===== src/rtl/dma_csr_pkg.sv =====
package dma_csr_pkg;
  localparam int unsigned WORD_W = 32;

  // status bit positions
  localparam int unsigned B_BUSERR = 0;
  localparam int unsigned B_START  = 1;
  localparam int unsigned B_END    = 2;
  localparam int unsigned B_STOP   = 3;
  localparam int unsigned B_RAS    = 4;
  localparam int unsigned B_REQPND = 8;
  localparam int unsigned B_EOR    = 9;
  localparam int unsigned B_CMP    = 10;

  // control bit positions
  localparam int unsigned B_MASKRUN = 22;
  localparam int unsigned B_RASEN   = 23;
  localparam int unsigned B_CLRCMP  = 24;
  localparam int unsigned B_SETCMP  = 25;
  localparam int unsigned B_EORIEN  = 28;
  localparam int unsigned B_STOPEN  = 29;
  localparam int unsigned B_RUN     = 31;

  localparam logic [WORD_W-1:0] KEEP_MASK  = 32'h0000_071F;
  localparam logic [WORD_W-1:0] W1C_MASK   = 32'h0000_0207;
  localparam logic [WORD_W-1:0] CTRL_MASK  = 32'hFC80_0000;
  localparam logic [WORD_W-1:0] RESET_WORD = 32'h0000_0008;
endpackage


===== src/rtl/dma_csr_rstsync.sv =====
module dma_csr_rstsync (
  input  logic clk,
  input  logic rst_n,
  output logic rst_sync_n
);
  logic [1:0] sync_q;

  always_ff @(posedge clk or negedge rst_n) begin
    if (!rst_n) sync_q <= 2'b00;
    else        sync_q <= {sync_q[0], 1'b1};
  end

  assign rst_sync_n = sync_q[1];
endmodule


===== src/rtl/dma_csr_chan.sv =====
module dma_csr_chan
  import dma_csr_pkg::*;
(
  input  logic              clk,
  input  logic              rst_n,
  input  logic              wr_hit,
  input  logic [WORD_W-1:0] wr_data,
  input  logic              ev_buserr,
  input  logic              ev_start,
  input  logic              ev_end,
  input  logic              ev_stop,
  input  logic              ev_ras,
  input  logic              ev_eor,
  output logic [WORD_W-1:0] st_q
);
  logic [WORD_W-1:0] st_d;
  logic              st_en;

  // next-state: write rules in order, then events on top
  always_comb begin
    st_d = st_q;
    if (wr_hit) begin
      st_d = (st_q & KEEP_MASK & ~(wr_data & W1C_MASK)) | (wr_data & CTRL_MASK);
      if (st_d[B_STOPEN])                          st_d[B_STOP] = 1'b0;
      if (wr_data[B_RUN])                          st_d[B_STOP] = 1'b0;
      if (!wr_data[B_RUN] && !wr_data[B_MASKRUN])  st_d[B_STOP] = 1'b1;
      if (wr_data[B_CLRCMP])                       st_d[B_CMP]  = 1'b0;
      if (wr_data[B_SETCMP])                       st_d[B_CMP]  = 1'b1;
    end
    if (ev_buserr) st_d[B_BUSERR] = 1'b1;
    if (ev_start)  st_d[B_START]  = 1'b1;
    if (ev_end)    st_d[B_END]    = 1'b1;
    if (ev_stop)   st_d[B_STOP]   = 1'b1;
    if (ev_ras)    st_d[B_RAS]    = 1'b1;
    if (ev_eor)    st_d[B_EOR]    = 1'b1;
  end

  assign st_en = wr_hit | ev_buserr | ev_start | ev_end | ev_stop | ev_ras | ev_eor;

  always_ff @(posedge clk or negedge rst_n) begin
    if (!rst_n)     st_q <= RESET_WORD;
    else if (st_en) st_q <= st_d;
  end
endmodule


===== src/rtl/dma_csr_sum.sv =====
module dma_csr_sum
  import dma_csr_pkg::*;
#(
  parameter int unsigned NCH = 16
) (
  input  logic [NCH-1:0][WORD_W-1:0] st,
  output logic [NCH-1:0]             sum_stop,
  output logic [NCH-1:0]             sum_eor,
  output logic [NCH-1:0]             sum_ras,
  output logic [NCH-1:0]             sum_start,
  output logic [NCH-1:0]             sum_end,
  output logic [NCH-1:0]             irq_vec,
  output logic                       irq
);
  for (genvar c = 0; c < NCH; c++) begin : g_cause
    assign sum_stop[c]  = st[c][B_STOP] & st[c][B_STOPEN];
    assign sum_eor[c]   = st[c][B_EOR]  & st[c][B_EORIEN];
    assign sum_ras[c]   = st[c][B_RAS]  & st[c][B_RASEN];
    assign sum_start[c] = st[c][B_START];
    assign sum_end[c]   = st[c][B_END];
  end

  assign irq_vec = sum_stop | sum_eor | sum_ras | sum_start | sum_end;
  assign irq     = |irq_vec;
endmodule


===== src/rtl/dma_chan_csr.sv =====
module dma_chan_csr
  import dma_csr_pkg::*;
#(
  parameter int unsigned NCH = 16,
  localparam int unsigned CW = $clog2(NCH)
) (
  input  logic              clk,
  input  logic              rst_n,
  input  logic              wr_en,
  input  logic [CW-1:0]     wr_chan,
  input  logic [WORD_W-1:0] wr_data,
  input  logic [NCH-1:0]    ev_buserr,
  input  logic [NCH-1:0]    ev_start,
  input  logic [NCH-1:0]    ev_end,
  input  logic [NCH-1:0]    ev_stop,
  input  logic [NCH-1:0]    ev_ras,
  input  logic [NCH-1:0]    ev_eor,
  input  logic [NCH-1:0]    req_active,
  input  logic [CW-1:0]     rd_chan,
  output logic [WORD_W-1:0] rd_data,
  output logic [NCH-1:0]    sum_stop,
  output logic [NCH-1:0]    sum_eor,
  output logic [NCH-1:0]    sum_ras,
  output logic [NCH-1:0]    sum_start,
  output logic [NCH-1:0]    sum_end,
  output logic [NCH-1:0]    irq_vec,
  output logic              irq
);
  logic                       rst_sync_n;
  logic [NCH-1:0][WORD_W-1:0] st_q;

  dma_csr_rstsync u_rst (
    .clk        (clk),
    .rst_n      (rst_n),
    .rst_sync_n (rst_sync_n)
  );

  for (genvar c = 0; c < NCH; c++) begin : g_chan
    dma_csr_chan u_chan (
      .clk       (clk),
      .rst_n     (rst_sync_n),
      .wr_hit    (wr_en && (wr_chan == CW'(c))),
      .wr_data   (wr_data),
      .ev_buserr (ev_buserr[c]),
      .ev_start  (ev_start[c]),
      .ev_end    (ev_end[c]),
      .ev_stop   (ev_stop[c]),
      .ev_ras    (ev_ras[c]),
      .ev_eor    (ev_eor[c]),
      .st_q      (st_q[c])
    );
  end

  dma_csr_sum #(.NCH(NCH)) u_sum (
    .st        (st_q),
    .sum_stop  (sum_stop),
    .sum_eor   (sum_eor),
    .sum_ras   (sum_ras),
    .sum_start (sum_start),
    .sum_end   (sum_end),
    .irq_vec   (irq_vec),
    .irq       (irq)
  );

  always_comb begin
    rd_data = st_q[rd_chan];
    if (req_active[rd_chan]) rd_data[B_REQPND] = 1'b1;
  end
endmodule


===== config.mk =====
export PLATFORM = sky130hd
export DESIGN_NAME = dma_chan_csr
export DESIGN_NICKNAME = d
export VERILOG_FILES = /design/src/rtl/dma_csr_pkg.sv /design/src/rtl/dma_csr_rstsync.sv /design/src/rtl/dma_csr_chan.sv /design/src/rtl/dma_csr_sum.sv /design/src/rtl/dma_chan_csr.sv
export SDC_FILE = /design/constraint.sdc
export NUM_CORES = 1
export LEC_CHECK = 0
export BUFFER_PORTS_ARGS = -buffer_cell sky130_fd_sc_hd__buf_2
export CORE_AREA = 2 2 142 144
export CTS_BUF_LIST = sky130_fd_sc_hd__clkbuf_8 sky130_fd_sc_hd__clkbuf_16
export CTS_CLUSTER_DIAMETER = 200
export DETAILED_ROUTE_END_ITERATION = 8
export DIE_AREA = 0 0 144 146
export PLACE_DENSITY = 0.81
export SLEW_MARGIN = 20
export SYNTH_ARGS = -nofsm -noshare
export SYNTH_HDL_FRONTEND = slang
export SYNTH_SLANG_ARGS = --single-unit

===== constraint.sdc =====
create_clock -name clk -period 12.61 [get_ports clk]
set_clock_uncertainty 0.1 [all_clocks]
set_input_delay 0 -clock clk [delete_from_list [all_inputs] [get_ports clk]]
set_output_delay 0 -clock clk [all_outputs]
set_load 0.005 [all_outputs]

Yosys cells after proc, flatten, opt, wreduce, memory -nomap -nowiden
Index checks and enable logic that the tools add are counted.

Magnitude comparators: 1. Eq/ne operators: 15. Reduce and logical (&&, ||, !) cells: 229. Mux-type cells: 197. Bitwise gates (word level): 181.

Operators by type and width (number): bitwise AND 11 x 32 -> 32 bit (16); bitwise OR 32 bit (16); AND reduction 2 bit (112); nonzero test 2 bit (96); 2-to-1 mux 1 bit (178); 2-to-1 mux 10 bit (16); binary-select mux 32 bit (select 4 bit) (1); bitwise OR 1 bit (96); bitwise OR 16 bit (4); bitwise AND 1 bit (48); equality test 4 bit, second input constant (8); 2-to-1 mux 32 bit (1); inverter 10 -> 32 bit (1); logical AND 1 bit (17); equality test 4 x 3 -> 1 bit, second input constant (4); OR reduction 16 bit (1); equality test 4 x 2 -> 1 bit, second input constant (2); < comparator 4 x 5 -> 1 bit, second input constant (1); binary-select mux 1 bit (select 4 bit) (1); equality test 4 x 1 -> 1 bit, second input constant (1); logical NOT 4 bit (1); logical NOT 1 bit (2).

Word-level logic and storage cells: 736. Register bits: 514.

Depth between registers and ports, before layout
Gate-level depths: netlist of the first run.

Word-level depth: 9. Gate-level depth with buffers: 6. Depth with buffers taken out: 4.

Hierarchy
Synthesis of the first run repeated with hierarchy kept, for this count alone.

Cell total of the unflattened synthesis: 1266. Area total of the unflattened synthesis: 15989.1 um^2.

Modules (own cells, without submodules): dma_csr_chan (seq. area each 351.6 um^2, area each 689.4 um^2, times used 16, cells an instance 56); dma_chan_csr (seq. area each 0.0 um^2, area each 4035.1 um^2, times used 1, cells an instance 250); dma_csr_sum (seq. area each 0.0 um^2, area each 869.6 um^2, times used 1, cells an instance 117); dma_csr_rstsync (seq. area each 50.0 um^2, area each 53.8 um^2, times used 1, cells an instance 3).

Worst setup path after synthesis of the first run
OpenSTA, ideal clock, no wires.

Kind: register -> output. From: register g_chan[1].u_chan.st_q[23]. To: output port irq. Setup slack: 10.929 ns. Cell stages (with the launch flop): 5. Required time: 12.510 ns. Data arrival time: 1.581 ns. Cell sequence: dfrtp_1 > and2_1 > or4b_2 > nor4_1 > nand4_1.

Longest elaborated chain between the ends: 5.

Ends and longest elaborated chain: start, declared (line dma_csr_chan.sv:14) `output logic [WORD_W-1:0] st_q`; start signal, assigned (line dma_csr_chan.sv:42) `else if (st_en) st_q <= st_d;`; bitwise AND 1 bit (line dma_csr_sum.sv:18) `assign sum_ras[c] = st[c][B_RAS] & st[c][B_RASEN];`; via sum_ras[1] (line dma_chan_csr.sv:23) `output logic [NCH-1:0] sum_ras,`; bitwise OR 16 bit (3 in a row) (line dma_csr_sum.sv:23) `assign irq_vec = sum_stop | sum_eor | sum_ras | sum_start | sum_end;`; via irq_vec[1] (line dma_chan_csr.sv:26) `output logic [NCH-1:0] irq_vec,`; OR reduction 16 bit (line dma_csr_sum.sv:24) `assign irq = |irq_vec;`; end, declared (line dma_chan_csr.sv:27) `output logic irq`.

The timed path passes the listed nets, and every way through them passes these cells.

Worst setup path after layout of the first run
From: register g_chan[15].u_chan.st_q[2]. To: output port irq.

Longest elaborated chain between the ends: 2.

Ends and longest elaborated chain (line): start, declared (dma_csr_chan.sv:14); start signal, assigned (dma_csr_chan.sv:42); bitwise OR 16 bit (dma_csr_sum.sv:23); OR reduction 16 bit (dma_csr_sum.sv:24).

Every way passes these cells.

==> results of run 1 <==
## stage by stage
step,total power (W),cell area [um^2]
3_5_place_dp,0.00124,12300
2_1_floorplan,0.00110,11200
4_1_cts,0.00197,14900
6_report,0.00198,14900
5_1_grt,0.00205,14900
3_3_place_gp,0.00122,12300
## final cells by class
class | count | area, um^2 | area share (%)
timing repair buffer | 440 | 3130 | 21.0
clock buffer | 32 | 722 | 4.86
tap | 265 | 332 | 2.23
clock inverter | 12 | 77.6 | 0.522
sequential | 226 | 5680 | 38.2
multi-input combinational | 557 | 4920 | 33.1
## worst max-delay path: cells and delay by family (launching register included)
kind                   cells  cell delay [ns]
buffers and inverters      1             0.21
DFF                        1             0.45
and+or+nand+nor            4             1.79
## worst min path at each step
stage / startpoint / slack (ns) / end
global route: wr_data[22] / 0.06 / g_chan[3].u_chan.st_q[3]$_DFFE_PN1P_
detailed placement: rst_n / -0.31 / u_rst.sync_q[0]$_DFF_PN0_
CTS: wr_data[22] / 0.003 / g_chan[3].u_chan.st_q[3]$_DFFE_PN1P_
finish: wr_data[22] / 0.07 / g_chan[1].u_chan.st_q[3]$_DFFE_PN1P_
floorplan: rst_n / -0.40 / u_rst.sync_q[0]$_DFF_PN0_
global placement: rst_n / -0.31 / u_rst.sync_q[0]$_DFF_PN0_
## power by group
group          leakage (nW)  switching [W]  internal [W]
sequential             2.47      0.0000663      0.000826
clock                 0.423       0.000286      0.000419
combinational          3.05       0.000168      0.000213
total                  5.94       0.000520       0.00146
## routing by layer
| layer | wire (um) | track usage (%) | vias up |
|---|---|---|---|
| li1 | - | - | 3849 |
| met2 | 17900 | 59.0 | 559 |
| met1 | 13400 | 43.0 | 4633 |
| met4 | 1360 | 13.0 | 0 |
| met5 | 0 | 0 | - |
| met3 | 3130 | 7.47 | 124 |
## layout by cell type, fill, tap and decap left out, types with 3 or more instances in the layout
cell,instances
mux4_2,60
or2_2,17
buf_4,20
a22o_1,16
a21o_1,64
clkbuf_16,25
clkbuf_8,7
buf_2,247
dfrtp_1,209
mux2_1,48
nand2_1,112
or4b_2,7
and2_1,49
dlygate4sd3_1,172
nor3_2,4
nor2_2,3
dfstp_2,16
or4b_1,9
conb_1,18
mux2_2,64
inv_1,8
a22oi_1,30
a221o_1,16
nor2_1,27
nor4_1,4
## cell families after synthesis
family                 Yosys count
AND/OR/NAND/NOR                241
flip-flops                     226
multiplexers                   172
AO/OA/AOI/OAI                  126
buffers and inverters          106
other                            2
## sequential cells by signal (all words and copies together) (netlist names)
name / flops
u_rst.sync_q: 2
g_chan.u_chan.st_q: 224
==> results.json, run 1 <==
{
  "status": "completed",
  "cts_made_buffers": 24,
  "r2r_start": "u_rst.sync_q[1]$_DFF_PN0_",
  "cts_root_buf": "clkbuf_16",
  "synth_top_family_by_area": "multiplexers",
  "period_minus_slack_ns": 3.07,
  "ys_ff_latch": 226,
  "drive_gt1_share_pct": 37.6,
  "endpoint_kind": "primary output",
  "die_area_um2": 21000,
  "drtIter0Drc": 735,
  "rsz0062_at_grt": "false",
  "synth_area_per_cell_um2": 12.8,
  "pin_count": 284,
  "area_growth_pct": 33.3,
  "fmax_ghz": 0.326,
  "final_util_pct": 76.9,
  "synth-compound-area-share_pct": 9.02,
  "cts_max_level": 1,
  "hold_ws_ns": 0.0668,
  "grt_pass1_wl_um": 55100,
  "hold_viol": 0,
  "tns_ns": 0,
  "max_stage_delay_ns": 0.70,
  "cpMaxStageDelayCell": "or4b_2",
  "post_drt_wl_per_cell_um": 23.4,
  "drv_slew": 0,
  "nNetsFinal": 1404,
  "grt_max_degree": 184,
  "synth_top_cell_area_share_pct": 47.1,
  "p_leak_nw": 5.94,
  "drtPass1Iterations": 7,
  "post-place-ws_ns": 10.06,
  "ys_top_cells_by_area": "dfrtp_1, mux4_2, mux2_2",
  "required_ns": 12.51,
  "yosysWarnings": 0,
  "start_util_pct": 57.7,
  "synth_fa_ha_area_share_pct": 0,
  "ys.flop_type": "dfrtp_1",
  "ys_types": 29,
  "dieHeight_um": 146,
  "n_antenna_cell": 0,
  "place.gp.congestion": 0.853,
  "synth-simple-area-share_pct": 11.1,
  "slew-limit-headroom_pct": 30.0,
  "cp_max_fo": 4,
  "grt_pass1_vias": 9837,
  "syn_inst": 873,
  "synth_top_cell_by_area": "dfrtp_1",
  "cp-start-kind": "register",
  "vias": 9165,
  "tightest_slew_ns": 1.05,
  "synth_xor_area_share_pct": 0,
  "cts_hold_buf": 172,
  "layout_setup_ws_ns": 9.54,
  "dp_cells": 1316,
  "final_cells": 1532,
  "clock_sinks": 226,
  "rows": 51,
  "synthMuxAreaShare_pct": 23.4,
  "io_buffers": 248,
  "min_path_type": "primary input to register",
  "ys_top_cells_by_count": "dfrtp_1, nand2_1, a21o_1, mux2_2, mux4_2",
  "hpwl_um": 21800,
  "power.density_nw_per_um2": 133,
  "gr-total-overflow": 0,
  "ant_nets": 0,
  "vias_per_cell": 5.98,
  "r2r.worst_path.cells": 1,
  "fp.dieW_um": 144,
  "peakVddDrop_v": 0.000180,
  "report.final.setup_viol": 0,
  "crit_end": "irq",
  "yosysMostFrequentCell": "dfrtp_1",
  "cts_resized": 0,
  "holdPathStages": 4,
  "drc_errors": 0,
  "seq_area_frac_synth_pct": 50.9,
  "r2r_end": "g_chan[12].u_chan.st_q[29]$_DFFE_PN0P_",
  "synth-edff-count": 0,
  "crit_start": "g_chan[15].u_chan.st_q[2]$_DFFE_PN0P_",
  "fillers": 1183,
  "grt_use_total_pct": 34.5,
  "async_flop_share_pct": 100,
  "drt-total-wl_um": 35900,
  "cts.clk_slew.worst_paths_ns": 0.06,
  "reg2reg_slack_ns": 10.81,
  "ctsLongestPathBuffers": 3,
  "insertion_delay_ns": 0.52,
  "crit_path_cell_trace": "nor2_1 -> or4b_2 -> nor4_1 -> nand4_1 -> buf_2",
  "antenna_found_initial": 0,
  "core_area_um2": 19300,
  "post_cts_buffers": 0,
  "maxCapViolCount": 0,
  "synth_area_um2": 11100,
  "cts_tree": "yes",
  "fin_crit_sh_pct": 24.3,
  "crit_type": "register to primary output",
  "cp.arrival_ns": 2.97
}
Power figures use the tool's default switching activity.
==> run 2, diff against run 1 <==
Settings changed: ABC_AREA set to 1, CORE_AREA 2 2 142 144 to 2 2 151 153, DIE_AREA 0 0 144 146 to 0 0 153 155, PLACE_DENSITY 0.81 to 0.77.
Clock period 12.61 ns to 3.2 ns, I/O delays scaled along.
==> run 2 against run 1 <==
Flip-flop and latch count did not move. Routed wire length rose by 12%. Global-route usage fell by 1.5 points. Sequential share of layout area fell by 0.41 points. Worst setup slack got worse by 9.1 ns. Critical endpoint is now g_chan[1].u_chan.st_q[30]$_DFFE_PN0P_. Largest power group unchanged. Highest routed layer unchanged.
==> results.json, run 2 <==
{
  "status": "completed",
  "dp_cells": 2020,
  "min_path_type": "primary input to register",
  "cp.arrival_ns": 3.13,
  "p_sw_w": 0.00230,
  "yosysWarnings": 0,
  "fmax_ghz": 0.360,
  "largest_register_ffs": 224,
  "fillers": 1866,
  "rows": 55,
  "grt_use_total_pct": 33.0,
  "ant_nets": 0,
  "synth_area_um2": 12000,
  "drv_slew": 0,
  "clock_sinks": 226,
  "cts.clk_slew.worst_paths_ns": 0.06,
  "layout_common_cells": "nand2_1, buf_2, o21ai_0",
  "max_stage_delay_ns": 0.71,
  "grt_pass1_wl_um": 61400,
  "drt-total-wl_um": 40000,
  "cts_tree": "yes",
  "cpMostUsedCell": "dlygate4sd3_1",
  "cts_made_buffers": 23,
  "p_leak_nw": 7.62,
  "grt_pass1_vias": 11200,
  "post_cts_buffers": 0,
  "yosysMostFrequentCell": "nand2_1",
  "clock_power_share_pct": 36.1,
  "drive_gt1_share_pct": 18.2,
  "insertion_delay_ns": 0.51,
  "io_buffers": 248,
  "endpoint_kind": "register",
  "crit_type": "primary input to register",
  "power.density_nw_per_um2": 521,
  "largest-register": "g_chan.u_chan.st_q",
  "cpMaxStageDelayCell": "dlygate4sd3_1",
  "cts_resized": 0,
  "area_growth_pct": 25.0,
  "post_drt_wl_per_cell_um": 18.3,
  "fp.dieW_um": 153,
  "required_ns": 3.55,
  "mostFrequentLayoutCell": "nand2_1",
  "report.final.setup_viol": 0,
  "grt_max_degree": 185,
  "ys_top_cells_by_count": "nand2_1, o21ai_0, inv_1, dfrtp_1, nor2_1",
  "ys.flop_type": "dfrtp_1",
  "ys_top_cells_by_area": "dfrtp_1, nand2_1, o21ai_0",
  "fin_area_um2": 15000,
  "cts_root_buf": "clkbuf_16",
  "final_cells": 2184,
  "vias_per_cell": 5.52,
  "synth_top_cell_area_share_pct": 43.7,
  "pin_count": 284,
  "cts_max_level": 1,
  "period_minus_slack_ns": 2.78,
  "drc_errors": 0,
  "async_flop_share_pct": 100,
  "crit_path_cell_trace": "dlygate4sd3_1 -> buf_2 -> nand3_4 -> dlygate4sd3_1 -> nor2_4 -> nand2_1 -> dlygate4sd3_1 -> o21ai_0 -> dlygate4sd3_1",
  "power_frac_seq_pct": 44.1,
  "cp_max_fo": 16,
  "tightest_slew_ns": 1.11,
  "rsz0062_at_grt": "false",
  "gr-total-overflow": 0,
  "p_sw_share_pct": 29.5,
  "drtPass1Iterations": 5,
  "ys_types": 27,
  "top_regs": "g_chan.u_chan.st_q x224, u_rst.sync_q x2",
  "core_area_um2": 22200,
  "place.gp.congestion": 0.937,
  "vias": 12052,
  "dieHeight_um": 155,
  "drtIter0Drc": 1479,
  "die_area_um2": 23700,
  "synth_area_per_cell_um2": 7.51,
  "slew-limit-headroom_pct": 25.8,
  "ctsLongestPathBuffers": 3,
  "total_power_w": 0.00782,
  "hold_viol": 0,
  "ys_ff_latch": 226,
  "power_frac_comb_pct": 19.8,
  "peakVddDrop_v": 0.000308,
  "hpwl_um": 26800,
  "start_util_pct": 54.1,
  "seq_area_frac_synth_pct": 47.2,
  "cp-start-kind": "primary input",
  "nNetsFinal": 2036,
  "maxCapViolCount": 0,
  "tns_ns": 0,
  "synth-edff-count": 0,
  "antenna_found_initial": 1,
  "placed_area_um2": 13000,
  "synth_top_cell_by_area": "dfrtp_1",
  "syn_inst": 1599,
  "fin_crit_sh_pct": 86.8,
  "cts_hold_buf": 121,
  "power.internal_w": 0.00552
}
run 2: cell count changes after synthesis, sizes merged, moves of 101 or more:
| cell | change |
|---|---|
| mux2 | -112 |
| nand3 | +101 |
| nor2 | +125 |
| inv | +228 |
| nand2 | +263 |
| o21ai | +255 |
run 2: cell type report:
| type | count | area [um^2] | area share, % |
|---|---|---|---|
| sequential | 226 | 5680 | 37.8 |
| multi-input combinational | 1021 | 4740 | 31.6 |
| timing repair buffer | 381 | 2610 | 17.4 |
| inverter | 228 | 856 | 5.70 |
| clock buffer | 25 | 603 | 4.01 |
| tap | 285 | 357 | 2.37 |
| clock inverter | 17 | 176 | 1.17 |
| antenna | 1 | 2.50 | 0.0167 |
run 2: path summary, 6_finish.rpt:
check	start	to	slack, ns	cells past startpoint
max reg2reg	g_chan[2].u_chan.st_q[3]$_DFFE_PN1P_	g_chan[2].u_chan.st_q[3]$_DFFE_PN1P_	1.54	5
min reg2reg	u_rst.sync_q[1]$_DFF_PN0_	g_chan[7].u_chan.st_q[2]$_DFFE_PN0P_	0.25	0
max	wr_en	g_chan[1].u_chan.st_q[30]$_DFFE_PN0P_	0.42	9
min	wr_chan[1]	g_chan[2].u_chan.st_q[3]$_DFFE_PN1P_	0.05	4
max in group asynchronous	u_rst.sync_q[1]$_DFF_PN0_	g_chan[14].u_chan.st_q[3]$_DFFE_PN1P_	1.90	1
min in group asynchronous	rst_n	u_rst.sync_q[1]$_DFF_PN0_	0.23	3
run 2: layer usage:
layer	GRT usage [%]	vias up	wire [um]
met5	0	-	0
met4	13.1	0	1680
met3	7.24	111	4410
met2	49.9	748	17700
met1	46.6	5640	16200
li1	-	5553	-
run 2: power groups by stage:
stage	logic [W]	clock network [W]	registers, W
after floorplan	0.000837	0	0.00346
after global placement	0.00134	0	0.00347
after detailed placement	0.00138	0	0.00349
after CTS	0.00151	0.00283	0.00344
after global routing	0.00172	0.00294	0.00349
final	0.00155	0.00282	0.00345
run 2: through the flow:
step | worst slack [ns] | hold WS, ns | utilization [%]
floorplan | 0.822 | -0.396 | -
global placement | 1.26 | -0.315 | 58.6
detailed placement | 1.20 | -0.315 | 58.6
CTS | 0.508 | 0.00853 | 67.6
global route | 0.316 | 0.0521 | 67.6
finish | 0.424 | 0.0456 | 67.6
run 2: critical path, delay by kind of cell:
kind / cells / cell delay [ns]
buffers and inverters: 5 / 2.55
AOI/OAI and AO/OA: 1 / 0.07
and+or+nand+nor: 3 / 0.50
run 2: cell families after synthesis:
logic type      synth area share (%)
buf+inv                         13.8
other cells                   0.0625
flops                           47.2
compound gates                  16.5
simple gates                    22.4
